`src/rtl/gpio_irq_pkg.sv`:
```
package gpio_irq_pkg;

  typedef enum logic [2:0] {
    TRIG_FALL  = 3'd0,
    TRIG_RISE  = 3'd1,
    TRIG_BOTH  = 3'd2,
    TRIG_LOW   = 3'd3,
    TRIG_HIGH  = 3'd4
  } trig_mode_e;

  function automatic trig_mode_e decode_mode(input logic level, input logic dual,
                                             input logic pol);
    if (level)     return pol ? TRIG_HIGH : TRIG_LOW;
    else if (dual) return TRIG_BOTH;
    else           return pol ? TRIG_RISE : TRIG_FALL;
  endfunction

endpackage

```
`src/rtl/gpio_irq_sync.sv`:
```
module gpio_irq_sync #(
  parameter int WIDTH  = 32,
  parameter int STAGES = 2
) (
  input  logic             clk_i,
  input  logic             rst_ni,
  input  logic [WIDTH-1:0] d_i,
  output logic [WIDTH-1:0] q_o
);

  logic [WIDTH-1:0] stage_q [STAGES];

  always_ff @(posedge clk_i or negedge rst_ni) begin
    if (!rst_ni) begin
      for (int s = 0; s < STAGES; s++) stage_q[s] <= '0;
    end else begin
      stage_q[0] <= d_i;
      for (int s = 1; s < STAGES; s++) stage_q[s] <= stage_q[s-1];
    end
  end

  assign q_o = stage_q[STAGES-1];

endmodule

```
`src/rtl/gpio_irq_arm.sv`:
```
module gpio_irq_arm #(
  parameter int DEPTH = 3
) (
  input  logic clk_i,
  input  logic rst_ni,
  output logic armed_o
);

  logic [DEPTH-1:0] arm_q;

  // walks ones in until sync chain and edge history hold real input values
  always_ff @(posedge clk_i or negedge rst_ni) begin
    if (!rst_ni) arm_q <= '0;
    else         arm_q <= {arm_q[DEPTH-2:0], 1'b1};
  end

  assign armed_o = arm_q[DEPTH-1];

endmodule

```
`src/rtl/gpio_irq_detect.sv`:
```
module gpio_irq_detect
  import gpio_irq_pkg::*;
#(
  parameter int NUM_PINS = 32
) (
  input  logic                clk_i,
  input  logic                rst_ni,
  input  logic                armed_i,
  input  logic [NUM_PINS-1:0] sync_i,
  input  logic [NUM_PINS-1:0] level_sel_i,
  input  logic [NUM_PINS-1:0] dual_edge_i,
  input  logic [NUM_PINS-1:0] pol_hi_i,
  output logic [NUM_PINS-1:0] evt_o
);

  logic [NUM_PINS-1:0] prev_q;

  always_ff @(posedge clk_i or negedge rst_ni) begin
    if (!rst_ni) prev_q <= '0;
    else         prev_q <= sync_i;
  end

  for (genvar g = 0; g < NUM_PINS; g++) begin : g_pin
    trig_mode_e mode;
    logic       rise, fall, hit;

    assign mode = decode_mode(level_sel_i[g], dual_edge_i[g], pol_hi_i[g]);
    assign rise = sync_i[g] & ~prev_q[g];
    assign fall = ~sync_i[g] & prev_q[g];

    always_comb begin
      unique case (mode)
        TRIG_RISE: hit = rise;
        TRIG_FALL: hit = fall;
        TRIG_BOTH: hit = rise | fall;
        TRIG_HIGH: hit = sync_i[g];
        TRIG_LOW:  hit = ~sync_i[g];
        default:   hit = 1'b0;
      endcase
    end

    assign evt_o[g] = armed_i & hit;

    a_r2_edge_needs_change: assert property (@(posedge clk_i) disable iff (!rst_ni)
      (armed_i && !level_sel_i[g] && evt_o[g]) |-> (sync_i[g] != $past(sync_i[g])));
  end

endmodule

```
`src/rtl/gpio_irq_status.sv`:
```
module gpio_irq_status #(
  parameter int NUM_PINS = 32
) (
  input  logic                clk_i,
  input  logic                rst_ni,
  input  logic [NUM_PINS-1:0] evt_i,
  input  logic [NUM_PINS-1:0] enable_i,
  input  logic                clr_i,
  input  logic [NUM_PINS-1:0] clr_mask_i,
  output logic [NUM_PINS-1:0] raw_o,
  output logic [NUM_PINS-1:0] masked_o,
  output logic                irq_o
);

  logic [NUM_PINS-1:0] raw_q;
  logic [NUM_PINS-1:0] clr_vec;

  assign clr_vec = {NUM_PINS{clr_i}} & clr_mask_i;

  // event beats clear on the same pin
  always_ff @(posedge clk_i or negedge rst_ni) begin
    if (!rst_ni) raw_q <= '0;
    else         raw_q <= (raw_q & ~clr_vec) | evt_i;
  end

  assign raw_o    = raw_q;
  assign masked_o = raw_q & enable_i;
  assign irq_o    = |masked_o;

  a_r7_sticky: assert property (@(posedge clk_i) disable iff (!rst_ni)
    1'b1 |=> ((($past(raw_q) & ~$past(clr_vec)) & ~raw_q) == '0));

  a_r8_clear: assert property (@(posedge clk_i) disable iff (!rst_ni)
    clr_i |=> ((raw_q & $past(clr_vec) & ~$past(evt_i)) == '0));

  a_r9_event_wins: assert property (@(posedge clk_i) disable iff (!rst_ni)
    1'b1 |=> ((raw_q & $past(evt_i)) == $past(evt_i)));

endmodule

```
`src/rtl/gpio_irq_detector.sv`:
```
module gpio_irq_detector #(
  parameter int NUM_PINS    = 32,
  parameter int SYNC_STAGES = 2
) (
  input  logic                clk_i,
  input  logic                rst_ni,
  input  logic [NUM_PINS-1:0] pin_i,
  input  logic [NUM_PINS-1:0] level_sel_i,
  input  logic [NUM_PINS-1:0] dual_edge_i,
  input  logic [NUM_PINS-1:0] pol_hi_i,
  input  logic [NUM_PINS-1:0] enable_i,
  input  logic                clr_i,
  input  logic [NUM_PINS-1:0] clr_mask_i,
  output logic [NUM_PINS-1:0] raw_stat_o,
  output logic [NUM_PINS-1:0] mask_stat_o,
  output logic                irq_o
);

  localparam int ARM_DEPTH = SYNC_STAGES + 1;

  logic [NUM_PINS-1:0] sync_w;
  logic [NUM_PINS-1:0] evt_w;
  logic                armed_w;

  gpio_irq_sync #(.WIDTH(NUM_PINS), .STAGES(SYNC_STAGES)) u_sync (
    .clk_i (clk_i),
    .rst_ni(rst_ni),
    .d_i   (pin_i),
    .q_o   (sync_w)
  );

  gpio_irq_arm #(.DEPTH(ARM_DEPTH)) u_arm (
    .clk_i  (clk_i),
    .rst_ni (rst_ni),
    .armed_o(armed_w)
  );

  gpio_irq_detect #(.NUM_PINS(NUM_PINS)) u_detect (
    .clk_i      (clk_i),
    .rst_ni     (rst_ni),
    .armed_i    (armed_w),
    .sync_i     (sync_w),
    .level_sel_i(level_sel_i),
    .dual_edge_i(dual_edge_i),
    .pol_hi_i   (pol_hi_i),
    .evt_o      (evt_w)
  );

  gpio_irq_status #(.NUM_PINS(NUM_PINS)) u_status (
    .clk_i     (clk_i),
    .rst_ni    (rst_ni),
    .evt_i     (evt_w),
    .enable_i  (enable_i),
    .clr_i     (clr_i),
    .clr_mask_i(clr_mask_i),
    .raw_o     (raw_stat_o),
    .masked_o  (mask_stat_o),
    .irq_o     (irq_o)
  );

  a_r6_irq_has_source: assert property (@(posedge clk_i) disable iff (!rst_ni)
    irq_o |-> ((mask_stat_o != '0) && (raw_stat_o != '0)));

endmodule

```
`config.mk`:
```
export PLATFORM = sky130hd
export DESIGN_NAME = gpio_irq_detector
export DESIGN_NICKNAME = d
export VERILOG_FILES = /design/src/rtl/gpio_irq_pkg.sv /design/src/rtl/gpio_irq_sync.sv /design/src/rtl/gpio_irq_arm.sv /design/src/rtl/gpio_irq_detect.sv /design/src/rtl/gpio_irq_status.sv /design/src/rtl/gpio_irq_detector.sv
export SDC_FILE = /design/constraint.sdc
export NUM_CORES = 1
export LEC_CHECK = 0
export ABC_AREA = 1
export BUFFER_PORTS_ARGS = -buffer_cell sky130_fd_sc_hd__buf_4
export CORE_MARGIN = 5
export CORE_UTILIZATION = 43
export DETAILED_ROUTE_END_ITERATION = 6
export GPL_TIMING_DRIVEN = 0
export PLACE_DENSITY = 0.69
export SYNTH_ARGS = -nofsm -noshare
export SYNTH_HDL_FRONTEND = slang
export SYNTH_SLANG_ARGS = --single-unit
```
`constraint.sdc`:
```
create_clock -name clk_i -period 1.6 [get_ports clk_i]
set_input_delay 0.08 -clock clk_i [delete_from_list [all_inputs] [get_ports clk_i]]
set_output_delay 0.08 -clock clk_i [all_outputs]
set_load 0.005 [all_outputs]
```
Word-level counts from Yosys, hierarchy flattened
Index checks and enable logic that the tools add are counted.
{ "word_totals": {"out_inout_bits": 65, "inputBits": 195, "wordCells": 523, "regBits": 131} }
{ "op_classes": {"bitwise_logic": 197, "n_eq_ne": 128, "n_reduce_logical": 33, "mux": 160} }
{ "ops": {"columns": ["op", "count"], "rows": [
  ["two-way mux 3 bit", 96],
  ["equality test 3 x 2 -> 1 bit, second input constant", 64],
  ["one-hot mux 1 bit (5 select lines)", 32],
  ["bitwise AND 1 bit", 96],
  ["bitwise AND 32 bit", 3],
  ["equality test 3 x 1 -> 1 bit, second input constant", 32],
  ["equality test 3 bit, second input constant", 32],
  ["zero test 3 bit", 32],
  ["NOT 1 bit", 64],
  ["two-way mux 1 bit", 32],
  ["NOT 32 bit", 1],
  ["OR 1 bit", 32],
  ["OR 32 bit", 1],
  ["OR reduction 32 bit", 1]
]} }

Logic depth before layout (Yosys ltp)
Gate-level depths: netlist (run 1).
{ "depth": {"depth_word": 7, "mapped_depth": 8, "ltp_nobuf": 8} }

Hierarchy
A second synthesis (run 1) with hierarchy kept.
{ "unflattened": {"cells_unflattened": 803, "area_unflattened_um2": 6962.9} }
{ "by_module_without_submodules": {"columns": ["mod", "area_each_um2", "instances", "seq_area_each_um2", "cells_per_inst"], "rows": [
  ["gpio_irq_detect", 3490.8, 1, 800.8, 509],
  ["gpio_irq_sync", 1841.8, 1, 1601.5, 96],
  ["gpio_irq_status", 1551.5, 1, 800.8, 194],
  ["gpio_irq_arm", 78.8, 1, 75.1, 4]
]} }

Worst setup path before layout (run 1)
Ideal clock, no wire load.
{ "synth_timing": {"path_kind": "register -> register", "from": "register u_sync.stage_q (netlist bit u_sync.q_o[4])", "to": "register u_status.raw_q[4] (netlist: u_status.raw_o[4])", "t_arrival_ps": 1005, "setup_ps": 65, "path_slack_ps": 530, "synth_period_minus_slack_ps": 1070, "path_stages_with_launch": 8, "cell_sequence": "dfrtp_1 inv_1 ha_1 a21oi_1 nand2_1 nand2_1 nand2_1 nand2_1"} }
{ "synth_via": {"elab_chain_len": 6} }
{ "synth_rtl": {"columns": ["item", "line_no", "rtl"], "rows": [
  ["start, declared", "gpio_irq_sync.sv:11", "logic [WIDTH-1:0] stage_q [STAGES];"],
  ["NOT 1 bit", "gpio_irq_detect.sv:29, gpio_irq_detect.sv:37", null],
  ["bitwise AND 1 bit", "gpio_irq_detect.sv:29", "assign fall = ~sync_i[g] & prev_q[g];"],
  ["OR 1 bit", "gpio_irq_detect.sv:35", "TRIG_BOTH: hit = rise | fall;"],
  ["one-hot mux 1 bit (5 select lines) *", "gpio_irq_detect.sv:32", "unique case (mode)"],
  ["bitwise AND 1 bit *", "gpio_irq_detect.sv:42", "assign evt_o[g] = armed_i & hit;"],
  ["OR 32 bit *", "gpio_irq_status.sv:23", "else raw_q <= (raw_q & ~clr_vec) | evt_i;"],
  ["end signal, assigned", "gpio_irq_status.sv:23", null],
  ["end, declared", "gpio_irq_status.sv:15", "logic [NUM_PINS-1:0] raw_q;"]
]} }
Mark *: on every way between the ends. The rest lies on a longest branch, timed or not.

Worst setup path in the final report (run 1)
{ "layout_timing": {"from": "register u_status.raw_q[10] (netlist: u_status.raw_o[10])", "to": "output irq_o"} }
{ "layout_via": {"elab_chain_len": 2} }
{ "layout_rtl": {"columns": ["item", "line_no", "rtl"], "rows": [
  ["bitwise AND 32 bit", "gpio_irq_status.sv:27", "assign masked_o = raw_q & enable_i;"],
  ["OR reduction 32 bit", "gpio_irq_status.sv:28", "assign irq_o = |masked_o;"],
  ["end, declared", "gpio_irq_detector.sv:16", "output logic irq_o"]
]} }
Every way passes these cells.

==> results.yml, run 1 <==
floorplan:
  core_mm2: 0.0152
  dieHeight_um: 135
  rows: 45
  initial_core_util_pct: 44.0
  die_width_um: 135
  area_enclosed_by_the_die_boundary_mm2: 0.0181
  io_pins: 260
logic_synthesis:
  synth.distinct_cells: 11
  yosysSeqAreaShare_pct: 49.0
  post_synth_instance_area_mm2: 0.00669
  post_synth.cell_area_avg_um2: 7.83
  post_synthesis_net_count: 1113
  yosys_register_bits: 131
  synthesis.instances: 854
  synth-warning-count: 0
global_route:
  grt_overflow_total: 0
  largest_net_degree_at_the_start_of_global_routing: 81
  grt_use_total_pct: 20.6
  global_route_wire_length_before_repair_um: 30000
  antenna_found_initial: 0
  via_count_of_the_first_global_routing_pass: 6577
route:
  wl_um: 18500
  route.detailed.vias_per_inst: 4.49
  drtAntennaViolNets: 0
  wl_per_cell_um: 12.9
  drt-pass1-iter-count: 4
  route.vias.total: 6451
  route.detailed.drc: 0
  detailedRoute.firstIterationViolations: 219
sta:
  max_freq_mhz: 626
  worst_hold_slack_ns: 0.0168
  report.final.hold_viol_count: 0
  final_min_period_over_clock_period_pct: 99.9
  final.setup.worst_slack_ns: 0.00186
  timing.final.setup_violations: 0
  finalCriticalPeriod_ns: 1.60
  fin_worst_skew_ns: 0.00786
  final_slew_violations: 0
  rsz0062_at_grt: "true"
worst_setup_path:
  timing.critical_path.mode_cell: "sky130_fd_sc_hd__nand2_1"
  worst-endpoint-arrival_ns: 1.52
  timing.critical_path.fanout_max: 3
  setup_crit_start_kind: "flip-flop"
  critPathKind: "flip-flop to primary output"
  setup.worst_path.end_class: "primary output"
  cpPeakStageDelay_ns: 0.42
  slowest_stage: "sky130_fd_sc_hd__dfrtp_1"
  cp_cell_sequence: "nand2_2, nand2_1, nor2_1, nand2_1, nor2_2, nand2_1, buf_6"
  required_ns: 1.52
power_and_ir_drop:
  ir_worst_vdd_mv: 0.611
  pwr_density_cell_mw_per_mm2: 908
  power.leakage_nw: 6.16
clock_network:
  cts_root_buffer: "sky130_fd_sc_hd__clkbuf_16"
  post_cts_clock_slew_at_the_launch_and_capture_registers_of_the_worst_setup_and_hold_paths_ns: 0.06
  clock_latency_ns: 0.40
  clock_tree_buffer_depth: 2
  htree_num_levels: 4
  tritoncts_num_sinks: 131
  cts_tree: "done"
  inserted_clock_buffers: 17
final_layout:
  mostFrequentLayoutCell: "sky130_fd_sc_hd__nand2_1"
  multi_input_comb_area_mm2: 0.00281
  num_antenna_cells: 0
  nNetsFinal: 1496
  layout-area-overhead-vs-synth_pct: 57.8
  final-seq-area_mm2: 0.00328
  layout.cells.most_common_list: "355 x sky130_fd_sc_hd__nand2_1, 275 x sky130_fd_sc_hd__buf_4, 160 x sky130_fd_sc_hd__inv_1"
  total_of_fill_cells_in_the_finished_design: 1185
  proportion_of_layout_cells_with_a_drive_suffix_above_1_pct: 26.6
placed_design:
  io_buffers: 259
  routability_driven_placement_congestion_ratio: 0.808
  dp_hpwl_um: 13900
  placement.setup.worst_slack_ns: 0.273
run:
  cap_violations: 0
worst_hold_path:
  hold_path.class: "input port to flip-flop"
status:
  status: "complete, no violations"
## Yosys cell counts
| master | number | area (um2) |
|---|---|---|
| sky130_fd_sc_hd__a21oi_1 | 20 | 100 |
| sky130_fd_sc_hd__buf_2 | 2 | 10.0 |
| sky130_fd_sc_hd__buf_4 | 1 | 7.51 |
| sky130_fd_sc_hd__buf_6 | 3 | 33.8 |
| sky130_fd_sc_hd__conb_1 | 1 | 3.75 |
| sky130_fd_sc_hd__dfrtp_1 | 131 | 3280 |
| sky130_fd_sc_hd__ha_1 | 64 | 801 |
| sky130_fd_sc_hd__inv_1 | 160 | 601 |
| sky130_fd_sc_hd__nand2_1 | 372 | 1400 |
| sky130_fd_sc_hd__nand3_1 | 65 | 325 |
| sky130_fd_sc_hd__nor2_1 | 35 | 131 |
## cell families (layout without fill, tap and decap cells)
logic type	after synthesis	in the layout	synth area share [%]
DFF	131	131	49.0
other	1	1	0.0561
adders and majority gates	64	64	12.0
buffers and inverters	166	562	9.75
AOI/OAI and AO/OA	20	20	1.50
and+or+nand+nor	472	472	27.7
## layout make-up
type	instances	area share (%)
clock buffer	19	4.20
clock inverter	13	1.52
buffer	6	0.486
sequential	131	31.1
multi-input combinational	557	26.6
inverter	160	5.69
timing repair buffer	364	28.2
tap	188	2.23
## state kept, by name, summed over array words and instances, names as in the netlist
name,cells
u_detect.prev_q,32
u_sync.stage_q,32
u_status.raw_o,32
u_sync.q_o,32
u_arm.arm_q,3
## power by group
| group | switching, mW | internal, mW |
|---|---|---|
| sequential | 0.189 | 3.57 |
| clock | 1.41 | 2.48 |
| combinational | 0.838 | 1.09 |
## metrics by stage
step                instance area (um2)  util, %  power, mW  std cells  setup TNS [ns]
global route                      10600     69.4       10.1       1438         -0.0987
global placement                   8870     58.3       5.39       1301           -1.89
CTS                               10500     68.8       9.62       1430         -0.0361
floorplan                          6690        -       4.43        854               0
finish                            10600     69.4       9.58       1438               0
detailed placement                 8900     58.5       5.44       1302               0
## critical path, delay by kind of cell (launching register included)
kind	cells	cell delay [ns]
DFF	1	0.42
and+or+nand+nor	6	0.57
buffers and inverters	1	0.12
## metal layers
metal / track usage [%] / wire length (um)
met2: 37.1 / 9530
met5: 0 / 0
met3: 4.96 / 1220
met4: 7.81 / 427
met1: 23.6 / 7350
## final timing paths
path	from	endpoint	slack, ns	depth (start not counted)
min in group asynchronous	rst_ni	u_sync.stage_q[34]	0.17	2
worst max register to register	u_sync.q_o[5]	u_status.raw_o[5]	0.36	7
max in group asynchronous	rst_ni	u_status.raw_o[23]	0.66	3
worst max-delay path	u_status.raw_o[10]	irq_o	0.002	7
worst min-delay path	level_sel_i[18]	u_status.raw_o[18]	0.02	5
worst min register to register	u_sync.stage_q[60]	u_sync.q_o[28]	0.34	0
## repair_timing
action / 4_1_cts / 5_1_grt
resized for setup: 10 / 10
setup endpoints to repair: 1 / 1
pin swaps: 8 / 5
setup buffers: 9 / 8
hold buffers: 87 / 0
endpoints found under the hold margin: 115 / 0
(Power assumes the default switching activity.)
==> run 2, diff against run 1 <==
==> constraint.sdc (replaced) <==
create_clock -name clk_i -period 1.6 [get_ports clk_i]
set_input_delay 0 -clock clk_i [delete_from_list [all_inputs] [get_ports clk_i]]
set_output_delay 0 -clock clk_i [all_outputs]
set_load 0.005 [all_outputs]
==> results.yml, run 2 (same netlist as run 1, synthesis figures left out) <==
status:
  status: "finished, violations left"
  violated_checks: "negative hold slack"
power_and_ir_drop:
  p_int_mw: 7.24
  p_total_mw: 9.73
  comb_power_share_pct: 21.1
  switching_power_mw: 2.50
  pwr_density_cell_mw_per_mm2: 866
  ir_worst_vdd_mv: 0.612
  swShare_pct: 25.7
  share_seq_of_total_power_pct: 38.8
  clock_power_share_pct: 40.1
  power.leakage_nw: 6.40
sta:
  timing_worst_slew_pin_value_ns: 0.500
  fin_worst_skew_ns: 0.00870
  worst_hold_slack_ns: -0.00806
  report.final.hold_viol_count: 1
  timing.final.setup_violations: 0
  worst_slew_margin_rel_pct: 66.6
  final.setup.worst_slack_ns: 0.0491
  timing.setup.tns_ns: 0
  final_slew_violations: 0
  rsz0062_at_grt: "true"
  finalCriticalPeriod_ns: 1.55
  final_min_period_over_clock_period_pct: 96.9
  max_freq_mhz: 645
global_route:
  via_count_of_the_first_global_routing_pass: 7150
  global_route_wire_length_before_repair_um: 32700
  grt_use_total_pct: 22.5
  largest_net_degree_at_the_start_of_global_routing: 81
  antenna_found_initial: 0
  grt_overflow_total: 0
route:
  detailedRoute.firstIterationViolations: 263
  route.detailed.vias_per_inst: 4.48
  drtAntennaViolNets: 0
  route.detailed.drc: 0
  wl_per_cell_um: 13.4
  route.vias.total: 6745
  wl_um: 20300
  drt-pass1-iter-count: 4
run:
  cap_violations: 0
final_layout:
  final_cell_area_mm2: 0.0112
  proportion_of_layout_cells_with_a_drive_suffix_above_1_pct: 24.3
  layout.cells.most_common_list: "360 x sky130_fd_sc_hd__nand2_1, 266 x sky130_fd_sc_hd__buf_4, 163 x sky130_fd_sc_hd__dlygate4sd3_1"
  final_util_pct: 73.9
  layout-area-overhead-vs-synth_pct: 68.0
  nNetsFinal: 1563
  total_of_fill_cells_in_the_finished_design: 1084
  mostFrequentLayoutCell: "sky130_fd_sc_hd__nand2_1"
  multi_input_comb_area_mm2: 0.00279
  final-seq-area_mm2: 0.00328
placed_design:
  placedInstanceArea_mm2: 0.00890
  dp_hpwl_um: 13900
  routability_driven_placement_congestion_ratio: 0.808
  io_buffers: 259
  placement.setup.worst_slack_ns: 0.353
worst_setup_path:
  timing.critical_path.mode_cell: "sky130_fd_sc_hd__nand2_1"
  worst-endpoint-arrival_ns: 1.55
  worst-r2r-cell-count: 7
  slowest_stage: "sky130_fd_sc_hd__dfrtp_1"
  cpPeakStageDelay_ns: 0.41
  critPathKind: "flip-flop to primary output"
  timing.critical_path.fanout_max: 3
  required_ns: 1.60
  cp_cell_sequence: "nand2_1, nand2_1, nor2_1, nand2_1, nor2_2, nand2_1, buf_6"
  setup_crit_start_kind: "flip-flop"
  setup.worst_path.end_class: "primary output"
clock_network:
  inserted_clock_buffers: 17
  cts_root_buffer: "sky130_fd_sc_hd__clkbuf_16"
  clock_latency_ns: 0.40
  htree_num_levels: 4
  clock_tree_buffer_depth: 2
  post_cts_clock_slew_at_the_launch_and_capture_registers_of_the_worst_setup_and_hold_paths_ns: 0.06
  tritoncts_num_sinks: 131
  cts_tree: "done"
floorplan:
  dieHeight_um: 135
  rows: 45
  io_pins: 260
  initial_core_util_pct: 44.0
  die_width_um: 135
  core_mm2: 0.0152
  area_enclosed_by_the_die_boundary_mm2: 0.0181
worst_hold_path:
  min_path_cells: 6
  hold_path.class: "input port to flip-flop"
-- run 2: cell types whose count changed in the layout (fill, tap and decap cells not counted), moves of 2 or more --
| cell | before | now |
|---|---|---|
| sky130_fd_sc_hd__dlygate4sd3_1 | 87 | 163 |
| sky130_fd_sc_hd__buf_4 | 275 | 266 |
| sky130_fd_sc_hd__nand2_1 | 355 | 360 |
| sky130_fd_sc_hd__nand2_2 | 17 | 12 |
| sky130_fd_sc_hd__diode_2 | 0 | 2 |
-- run 2: power groups by stage --
stage / combinational [mW] / clock (mW) / sequential [mW]
6_report: 2.06 / 3.90 / 3.77
5_1_grt: 2.31 / 4.14 / 3.80
4_1_cts: 1.99 / 3.99 / 3.76
3_5_place_dp: 1.62 / 0 / 3.82
3_3_place_gp: 1.58 / 0 / 3.81
2_1_floorplan: 0.643 / 0 / 3.79
-- run 2: final timing paths --
path | from | end | slack (ns)
setup / recovery | u_status.raw_o[4] | irq_o | 0.05
hold / removal | dual_edge_i[10] | u_status.raw_o[10] | -0.008
setup reg to reg | u_sync.q_o[12] | u_status.raw_o[12] | 0.10
hold reg to reg | u_sync.stage_q[60] | u_sync.q_o[28] | 0.34
max in group asynchronous | rst_ni | u_status.raw_o[23] | 0.74
min in group asynchronous | rst_ni | u_sync.q_o[2] | 0.10
-- run 2: worst max-delay path, delay by kind of cell (launching register included) --
kind | cells | cell delay [ns]
buffers and inverters | 1 | 0.12
DFF | 1 | 0.41
and+or+nand+nor | 6 | 0.61
-- run 2: routing by layer --
metal | track usage (%) | vias up | part of all wire, %
li1 | - | 3453 | -
met1 | 24.7 | 3072 | 39
met2 | 41.9 | 187 | 53
met3 | 4.81 | 33 | 5.4
met4 | 9.05 | 0 | 2.2
met5 | 0 | - | 0
-- run 2: timing repair --
action,in CTS,in global routing
buffers inserted,2,6
pin swaps,2,6
endpoints found under the setup margin,1,1
gates cloned,0,0
gates resized for setup,4,12
hold endpoints to repair,115,0
hold buffers,163,0
-- run 2: metrics by stage --
| stage | std cells | hold slack [ns] |
|---|---|---|
| after global placement | 1301 | 0.109 |
| after floorplan | 854 | -0.296 |
| after detailed placement | 1302 | -0.0213 |
| final | 1507 | -0.00806 |
| after global routing | 1505 | 0.0407 |
| after CTS | 1499 | 0.000859 |
-- run 2: layout make-up --
| class | instances | area share, % |
|---|---|---|
| sequential | 131 | 29.2 |
| timing repair buffer | 431 | 32.7 |
| clock inverter | 13 | 1.43 |
| antenna | 2 | 0.0445 |
| tap | 188 | 2.09 |
| clock buffer | 19 | 3.94 |
| multi-input combinational | 557 | 24.8 |
| inverter | 160 | 5.34 |
| buffer | 6 | 0.456 |
==> run 3, diff against run 2 <==
Settings changed: PLACE_DENSITY 0.69 to 0.72.
Clock period 1.6 ns to 1.38 ns, I/O delays scaled along.
==> results.yml, run 3 (same netlist as run 1, synthesis figures left out) <==
sta:
  timing_worst_slew_pin_value_ns: 0.694
  final.setup.worst_slack_ns: -0.151
  report.final.hold_viol_count: 0
  final_slew_violations: 0
  fin_worst_skew_ns: 0.00852
  worst_slew_margin_rel_pct: 53.8
  final_min_period_over_clock_period_pct: 111
  worst_hold_slack_ns: 0.0149
  rsz0062_at_grt: "true"
  max_freq_mhz: 653
  finalCriticalPeriod_ns: 1.53
  timing.final.setup_violations: 1
floorplan:
  io_pins: 260
  die_width_um: 135
  area_enclosed_by_the_die_boundary_mm2: 0.0181
  core_mm2: 0.0152
  rows: 45
  dieHeight_um: 135
  initial_core_util_pct: 44.0
power_and_ir_drop:
  pwr_density_cell_mw_per_mm2: 1030
  ir_worst_vdd_mv: 0.733
  share_seq_of_total_power_pct: 37.6
  power.leakage_nw: 6.47
  comb_power_share_pct: 21.1
  p_total_mw: 11.6
  p_int_mw: 8.64
  switching_power_mw: 2.97
  clock_power_share_pct: 41.3
  swShare_pct: 25.6
worst_setup_path:
  timing.critical_path.fanout_max: 3
  required_ns: 1.38
  slowest_stage: "sky130_fd_sc_hd__dfrtp_1"
  reg2reg_from: "u_sync.q_o[24]"
  critPathKind: "flip-flop to primary output"
  setup_crit_start_kind: "flip-flop"
  setup.worst_path.end_class: "primary output"
  worst-r2r-cell-count: 7
  cp_cell_sequence: "nand2_1, nand2_1, nor2_1, nand2_1, nor2_4, nand2_2, buf_6"
  timing.critical_path.mode_cell: "sky130_fd_sc_hd__nand2_1"
  worst-endpoint-arrival_ns: 1.53
  critical_path.n_buffers_inverters: 1
  critical_path_depth: 7
  cpPeakStageDelay_ns: 0.41
  critical-path-top-delay-family: "simple AND/OR/NAND/NOR gates"
  timing.critical_path.from: "u_status.raw_o[9]"
final_layout:
  final_cells: 1510
  layout.cells.most_common_list: "355 x sky130_fd_sc_hd__nand2_1, 272 x sky130_fd_sc_hd__buf_4, 160 x sky130_fd_sc_hd__inv_1, 160 x sky130_fd_sc_hd__dlygate4sd3_1, 131 x sky130_fd_sc_hd__dfrtp_1"
  final_util_pct: 74.4
  mostFrequentLayoutCell: "sky130_fd_sc_hd__nand2_1"
  nNetsFinal: 1566
  final-seq-area_mm2: 0.00328
  proportion_of_layout_cells_with_a_drive_suffix_above_1_pct: 25.1
  layout-area-overhead-vs-synth_pct: 69.1
  multi_input_comb_area_mm2: 0.00281
  total_of_fill_cells_in_the_finished_design: 1029
worst_hold_path:
  hold_path.class: "input port to flip-flop"
  min_path_cells: 5
  worst_hold_startpoint: "level_sel_i[10]"
route:
  drt-pass1-iter-count: 4
  wl_per_cell_um: 14.2
  wl_um: 21400
  route.detailed.vias_per_inst: 4.63
  route.vias.total: 6998
  drtAntennaViolNets: 0
  detailedRoute.firstIterationViolations: 285
  route.detailed.drc: 0
global_route:
  global_route_wire_length_before_repair_um: 34000
  via_count_of_the_first_global_routing_pass: 7305
  antenna_found_initial: 1
  largest_net_degree_at_the_start_of_global_routing: 74
  grt_overflow_total: 0
  grt_use_total_pct: 23.5
clock_network:
  cts_root_buffer: "sky130_fd_sc_hd__clkbuf_16"
  inserted_clock_buffers: 17
  clock_latency_ns: 0.41
  cts_tree: "done"
  clock_tree_buffer_depth: 2
  tritoncts_num_sinks: 131
  post_cts_clock_slew_at_the_launch_and_capture_registers_of_the_worst_setup_and_hold_paths_ns: 0.06
  htree_num_levels: 4
placed_design:
  placement.setup.worst_slack_ns: 0.0601
  io_buffers: 259
  dp_hpwl_um: 14000
  routability_driven_placement_congestion_ratio: 0.813
  dp.cells: 1302
run:
  cap_violations: 0
status:
  status: "finished, violations left"
  violated_checks: "negative setup slack"
## run 3: cell types whose count changed in the layout (fill, tap and decap cells not counted)
cell	delta
sky130_fd_sc_hd__buf_4	+6
sky130_fd_sc_hd__bufinv_16	+1
sky130_fd_sc_hd__clkbuf_8	+1
sky130_fd_sc_hd__clkinv_2	-2
sky130_fd_sc_hd__dfrtp_1	+1
sky130_fd_sc_hd__dfrtp_2	-1
sky130_fd_sc_hd__dlygate4sd3_1	-3
sky130_fd_sc_hd__nand2_1	-5
sky130_fd_sc_hd__nand2_2	+5
sky130_fd_sc_hd__nor2_1	-1
sky130_fd_sc_hd__nor2_4	+1
## run 3: final cells by class
| cell class | count | share of cell area, % |
|---|---|---|
| repair buffers | 434 | 32.6 |
| well taps | 188 | 2.08 |
| multi-input cells | 557 | 24.9 |
| diodes | 2 | 0.0443 |
| flip-flops and latches | 131 | 29.0 |
| inverters | 160 | 5.31 |
| plain buffers | 6 | 0.454 |
| clock inverters | 12 | 1.59 |
| clock buffers | 20 | 4.04 |
## run 3: per-layer routing
metal / share of wire [%] / GRT usage [%] / wire length [um]
met2: 52 / 42.3 / 11100
met3: 6.1 / 5.18 / 1300
met4: 3.2 / 10.5 / 688
met5: 0 / 0 / 0
met1: 39 / 26.8 / 8360
## run 3: path summary, 6_finish.rpt
check / endpoint / slack, ns
min in group asynchronous: u_status.raw_o[2] / 0.18
max in group asynchronous: u_detect.prev_q[18] / 0.48
worst min-delay path: u_status.raw_o[10] / 0.01
worst min register to register: u_sync.q_o[21] / 0.34
worst max register to register: u_status.raw_o[24] / 0.12
worst max-delay path: irq_o / -0.15
## run 3: through the flow
| step | TNS [ns] | instance area (um2) |
|---|---|---|
| floorplan | 0 | 6690 |
| global placement | -22.96 | 8870 |
| detailed placement | 0 | 8900 |
| CTS | -0.175 | 11300 |
| global route | -0.213 | 11300 |
| finish | -0.151 | 11300 |
## run 3: worst register-to-register path, cell delays in order, from the launching register on
cell and delay (ns):
sky130_fd_sc_hd__dfrtp_1 0.41, sky130_fd_sc_hd__inv_1 0.09, sky130_fd_sc_hd__ha_1 0.30, sky130_fd_sc_hd__a21oi_1 0.17
sky130_fd_sc_hd__nand2_1 0.08, sky130_fd_sc_hd__nand2_1 0.05, sky130_fd_sc_hd__nand2_1 0.05, sky130_fd_sc_hd__nand2_1 0.06
## run 3: power groups by stage
stage | Sequential [mW] | Clock [mW] | Combinational (mW)
global placement | 4.42 | 0 | 1.83
finish | 4.37 | 4.79 | 2.45
CTS | 4.36 | 4.87 | 2.38
floorplan | 4.39 | 0 | 0.746
detailed placement | 4.43 | 0 | 1.89
global route | 4.41 | 5.04 | 2.71
## run 3: repair_timing
action | in CTS | in global routing
hold buffers | 161 | 0
pin swaps | 10 | 8
hold endpoints to repair | 136 | 0
setup endpoints to repair | 1 | 3
gates resized for setup | 17 | 5
buffers inserted | 9 | 5
